$ cat config.mk
export PLATFORM = sky130hd
export DESIGN_NAME = lbist_engine
export DESIGN_NICKNAME = d
export VERILOG_FILES = /design/src/rtl/lbist_pkg.sv /design/src/rtl/lbist_prpg.sv /design/src/rtl/lbist_cut.sv /design/src/rtl/lbist_misr.sv /design/src/rtl/lbist_seq.sv /design/src/rtl/lbist_engine.sv
export SDC_FILE = /design/constraint.sdc
export NUM_CORES = 1
export LEC_CHECK = 0
export BUFFER_PORTS_ARGS = -buffer_cell sky130_fd_sc_hd__buf_2
export CAP_MARGIN = 5
export CELL_PAD_IN_SITES_DETAIL_PLACEMENT = 2
export CELL_PAD_IN_SITES_GLOBAL_PLACEMENT = 2
export CORE_MARGIN = 1.5
export CORE_UTILIZATION = 41
export DETAILED_ROUTE_END_ITERATION = 8
export PLACE_DENSITY = 0.93
export REMOVE_ABC_BUFFERS = 1
export SYNTH_ARGS = -nofsm -noshare
export SYNTH_HDL_FRONTEND = slang
export SYNTH_SLANG_ARGS = --single-unit
$ cat constraint.sdc
create_clock -name clk -period 5.8 [get_ports clk]
set_input_delay 0.29 -clock clk [delete_from_list [all_inputs] [get_ports clk]]
set_output_delay 0.29 -clock clk [all_outputs]
set_load 0.05 [all_outputs]
$ cat src/rtl/lbist_pkg.sv
package lbist_pkg;
  localparam int LB_W    = 8;
  localparam int LB_H    = LB_W / 2;
  localparam int LB_SELW = $clog2(LB_W);
  localparam logic [LB_W-1:0] LB_TAPS = 8'hB8;
  localparam logic [LB_W-1:0] LB_SEED = 8'h01;
  localparam int LB_RUN  = (1 << LB_W) - 1;

  typedef enum logic {CUT_DEC = 1'b0, CUT_ADD = 1'b1} cut_mode_e;

  function automatic logic [LB_W-1:0] lb_step(input logic [LB_W-1:0] s);
    return {s[LB_W-2:0], ^(s & LB_TAPS)};
  endfunction

  function automatic logic [LB_W-1:0] lb_fold(input logic [LB_W-1:0] s,
                                              input logic [LB_W-1:0] r);
    return lb_step(s) ^ r;
  endfunction

  function automatic logic [LB_W-1:0] lb_add(input logic [LB_W-1:0] p);
    logic [LB_W-1:0] r;
    r = '0;
    r[LB_H:0] = {1'b0, p[LB_H-1:0]} + {1'b0, p[LB_W-1:LB_H]};
    return r;
  endfunction

  function automatic logic [LB_W-1:0] lb_dec(input logic [LB_W-1:0] p);
    logic [LB_W-1:0] r;
    r = '0;
    r[p[LB_SELW-1:0]] = 1'b1;
    return r;
  endfunction

  function automatic logic [LB_W-1:0] lb_golden(input logic mode);
    logic [LB_W-1:0] p;
    logic [LB_W-1:0] s;
    p = LB_SEED;
    s = '0;
    for (int i = 0; i < LB_RUN; i++) begin
      s = lb_fold(s, mode ? lb_add(p) : lb_dec(p));
      p = lb_step(p);
    end
    return s;
  endfunction
endpackage

$ cat src/rtl/lbist_prpg.sv
module lbist_prpg
  import lbist_pkg::*;
#(
  parameter int W = LB_W
) (
  input  logic         clk,
  input  logic         rst_n,
  input  logic         load,
  input  logic         adv,
  output logic [W-1:0] pattern
);
  always_ff @(posedge clk or negedge rst_n) begin
    if (!rst_n)    pattern <= LB_SEED;
    else if (load) pattern <= LB_SEED;
    else if (adv)  pattern <= lb_step(pattern);
  end
endmodule

$ cat src/rtl/lbist_cut.sv
module lbist_cut
  import lbist_pkg::*;
#(
  parameter int W    = LB_W,
  parameter int SELW = $clog2(W)
) (
  input  cut_mode_e    mode,
  input  logic         fault,
  input  logic [W-1:0] pattern,
  output logic [W-1:0] resp
);
  logic [W-1:0] dec_out;
  logic [W-1:0] add_out;
  logic [W-1:0] raw;

  for (genvar g = 0; g < W; g++) begin : g_dec
    assign dec_out[g] = (pattern[SELW-1:0] == SELW'(g));
  end

  assign add_out = lb_add(pattern);
  assign raw     = (mode == CUT_ADD) ? add_out : dec_out;

  always_comb begin
    resp = raw;
    if (fault) resp[0] = 1'b1;
  end
endmodule

$ cat src/rtl/lbist_misr.sv
module lbist_misr
  import lbist_pkg::*;
#(
  parameter int W = LB_W
) (
  input  logic         clk,
  input  logic         rst_n,
  input  logic         clear,
  input  logic         adv,
  input  logic [W-1:0] resp,
  output logic [W-1:0] sig
);
  always_ff @(posedge clk or negedge rst_n) begin
    if (!rst_n)     sig <= '0;
    else if (clear) sig <= '0;
    else if (adv)   sig <= lb_fold(sig, resp);
  end
endmodule

$ cat src/rtl/lbist_seq.sv
module lbist_seq
  import lbist_pkg::*;
#(
  parameter int RUN = LB_RUN,
  parameter int CW  = $clog2(RUN + 1)
) (
  input  logic          clk,
  input  logic          rst_n,
  input  logic          start,
  input  logic          sel_in,
  output logic          running,
  output logic          last,
  output logic          done,
  output logic [CW-1:0] cnt,
  output cut_mode_e     mode_q
);
  assign last = running && (cnt == CW'(RUN - 1));

  always_ff @(posedge clk or negedge rst_n) begin
    if (!rst_n) begin
      running <= 1'b0;
      done    <= 1'b0;
      cnt     <= '0;
      mode_q  <= CUT_DEC;
    end else if (start) begin
      running <= 1'b1;
      done    <= 1'b0;
      cnt     <= '0;
      mode_q  <= cut_mode_e'(sel_in);
    end else if (running) begin
      if (last) begin
        running <= 1'b0;
        done    <= 1'b1;
      end else begin
        cnt <= cnt + 1'b1;
      end
    end
  end
endmodule

$ cat src/rtl/lbist_engine.sv
module lbist_engine
  import lbist_pkg::*;
#(
  parameter logic [LB_W-1:0] EXP_DEC = lb_golden(1'b0),
  parameter logic [LB_W-1:0] EXP_ADD = lb_golden(1'b1)
) (
  input  logic            clk,
  input  logic            rst_n,
  input  logic            start,
  input  logic            cut_sel,
  input  logic            fault_inj,
  output logic            done,
  output logic            pass,
  output logic            fail,
  output logic [LB_W-1:0] signature
);
  localparam int CW = $clog2(LB_RUN + 1);

  logic            running;
  logic            last;
  logic [CW-1:0]   cnt;
  cut_mode_e       mode_q;
  logic            step;
  logic [LB_W-1:0] pattern;
  logic [LB_W-1:0] resp;
  logic [LB_W-1:0] golden;
  logic            sig_match;

  assign step = running && !start;

  lbist_seq #(.RUN(LB_RUN), .CW(CW)) u_seq (
    .clk(clk), .rst_n(rst_n), .start(start), .sel_in(cut_sel),
    .running(running), .last(last), .done(done), .cnt(cnt), .mode_q(mode_q)
  );

  lbist_prpg #(.W(LB_W)) u_prpg (
    .clk(clk), .rst_n(rst_n), .load(start), .adv(step), .pattern(pattern)
  );

  lbist_cut #(.W(LB_W)) u_cut (
    .mode(mode_q), .fault(fault_inj), .pattern(pattern), .resp(resp)
  );

  lbist_misr #(.W(LB_W)) u_misr (
    .clk(clk), .rst_n(rst_n), .clear(start), .adv(step), .resp(resp),
    .sig(signature)
  );

  assign golden    = (mode_q == CUT_ADD) ? EXP_ADD : EXP_DEC;
  assign sig_match = (signature == golden);
  assign pass      = done && sig_match;
  assign fail      = done && !sig_match;
endmodule

==> results.tsv <==
metric	value	unit
status	finished, final reports clean	
Worst Hold Class	input pin to async pin	
relative slew slack	0.577	
post-layout util	0.460	
Max Cap Violations	0	
top cells by count, synth	dfrtp_1, nor2_1, inv_1	
final setup margin	3.37	ns
number of post-CTS setup repair buffers	0	
area share of the largest cell type after synthesis	0.383	
Antenna Violating Nets Remaining	0	
post_cts resized	0	
placed instance area	0.00180	mm²
Leakage	0.870	nW
number of port buffers	15	
worst-path cell chain	nor4b_1 > mux2i_1 > nor3_1 > and2_1 > buf_2	
GR Overflow Total	0	
Mapped Area	0.00170	mm²
average wire per standard cell	20.6	µm
Worst-Skew Late Latency	0.27	ns
crit share post-route	0.419	
total CTS buffers	3	
endpoints failing setup	0	
Hold Slack	0.0229	ns
Max IR drop VDD	157	µV
R2R Path End	u_misr.sig[4]	
Sink Count	27	
minimum clock period	2.43	ns
initial antenna violation count	0	
Via density	5.79	
initial DRC count	55	
Max clock buf depth	2	
count of flip-flops with a built-in enable after synthesis	0	
fin cells	231	
Total Wirelength	4.75	mm
diode count	0	
CORE AREA	0.00400	mm²
Remaining DRCs	0	
RSZ-0062 raised after global routing	no	
Initial Utilization	0.425	
# H-tree levels	1	
placed cells	227	
max incr delay on CP	0.62	ns
R2R cell count	7	
Synth area leader	dfrtp_1	
die width	67.4	µm
Req. time, crit path	5.51	ns
setup slack, reg-to-reg	3.66	ns
Vias	1338	
CTS tree	yes	
worst-margin pin slew	0.634	ns
slowest stage cell, crit path	dfrtp_1	
synth top area cells	dfrtp_1, ha_1, mux2i_1	
vias in the first global route	1550	
worst-path maximum fanout	19	
area grow syn2layout	8.32	%
overall routing resource usage	0.235	
syn avg cell area	10.1	µm²
final setup TNS	0	ns
WP data arrival	2.14	ns
Synth Flop Type	dfrtp_1	
final instance area	0.00184	mm²
I/O pins	16	
first-pass GRT wire length	7.82	mm
cell with the most instances after synthesis	dfrtp_1	
Max Transition Viols Final	0	
Tot Pwr	0.423	mW
Nets	195	
reg2reg start	u_prpg.pattern[0]	
clk root buf	clkbuf_8	
cell count after synthesis	169	
f_max	0.412	GHz
WS Path Type	flip-flop to primary output	
# fillers	424	
Seq/Total Area, Yosys	0.398	
number of cell rows	23	
CP delay by family, top	simple AND/OR/NAND/NOR gates	
post-place setup slack	3.69	ns
Yosys cell types	52	
post-synthesis register bit count	27	
Power Density	230	mW/mm²
startpoint types	flip-flop	
clock transition at the registers of the reported paths	0.10	ns
share of cells above drive strength 1	0.171	
drt first pass iters	4	
Die H	67.4	µm
Buf/Inv on CP	1	
CP Capture Type	primary output	
final hold violations	0	
share of flip-flops with an asynchronous set or reset	1.00	
pin count of the biggest net entering global routing	32	
cts hold-fix bufs	0	
YS warnings	0	
HPWL Detailed	3.48	mm
die area	0.00454	mm²
routability congestion estimate	0.833	
Setup Skew	0.00535	ns
## layout make-up
cell class,instances,area [µm²],share of cell area
clock buffer,3,41.3,0.0224
clock inverter,1,5.00,0.00272
inverter,11,41.3,0.0224
multi-input combinational,123,932,0.506
sequential,27,677,0.368
tap,50,62.6,0.0340
timing repair buffer,16,82.6,0.0448
## logic make-up after synthesis
| family | synth area share |
|---|---|
| compound gates | 0.136 |
| buf+inv | 0.0537 |
| mux | 0.0537 |
| fa+ha+maj | 0.0633 |
| xor+xnor | 0.0824 |
| flops | 0.398 |
| simple gates | 0.213 |
## where the power goes
part	total [mW]	internal [mW]	switching, mW
Sequential	0.224	0.200	0.0246
Clock	0.108	0.0482	0.0598
Combinational	0.0902	0.0317	0.0586
Total	0.423	0.280	0.143
## worst reg2reg max path: stages, from the launching register on
cell	delay, ns
dfstp_2	0.65
ha_1	0.21
inv_1	0.06
fa_1	0.41
nor2b_1	0.12
o21ai_0	0.11
a311o_1	0.37
o311ai_0	0.10
## how the worst max path moves through the flow
| stage | start | to | slack, ns | cells past startpoint |
|---|---|---|---|---|
| 3_3_place_gp | u_seq.mode_q | pass | 3.82 | 5 |
| 3_5_place_dp | u_seq.mode_q | pass | 3.69 | 5 |
| 6_report | u_seq.mode_q | pass | 3.37 | 5 |
| 2_1_floorplan | u_misr.sig[1] | fail | 3.70 | 4 |
| 4_1_cts | u_seq.mode_q | pass | 3.34 | 5 |
| 5_1_grt | u_seq.mode_q | pass | 3.13 | 5 |
## registers in the layout (all words and copies together) (netlist names)
register	flops
u_seq.running	1
u_prpg.pattern	8
u_seq.cnt	8
u_seq.done	1
u_misr.sig	8
u_seq.mode_q	1
## metal layers
layer | up-vias | share of wire | global-route usage
li1 | 625 | - | -
met1 | 677 | 0.45 | 0.281
met2 | 26 | 0.51 | 0.421
met3 | 10 | 0.024 | 0.0533
met4 | 0 | 0.019 | 0.0663
met5 | - | 0 | 0
## cells in the final DEF, fill, tap and decap left out, drive strengths merged, types with 2 or more instances in the layout
| master | n |
|---|---|
| and4 | 2 |
| nor2b | 3 |
| nor4b | 3 |
| o211ai | 2 |
| xor2 | 8 |
| a21oi | 6 |
| and2 | 2 |
| o31ai | 2 |
| nand3b | 6 |
| ha | 7 |
| a211oi | 4 |
| dfrtp | 26 |
| nand2 | 7 |
| nor3 | 4 |
| clkbuf | 3 |
| nor2 | 21 |
| inv | 11 |
| o21ai | 5 |
| xnor2 | 8 |
| nand2b | 2 |
| buf | 16 |
| or3 | 3 |
| mux2i | 8 |
(Power assumes the default switching activity.)
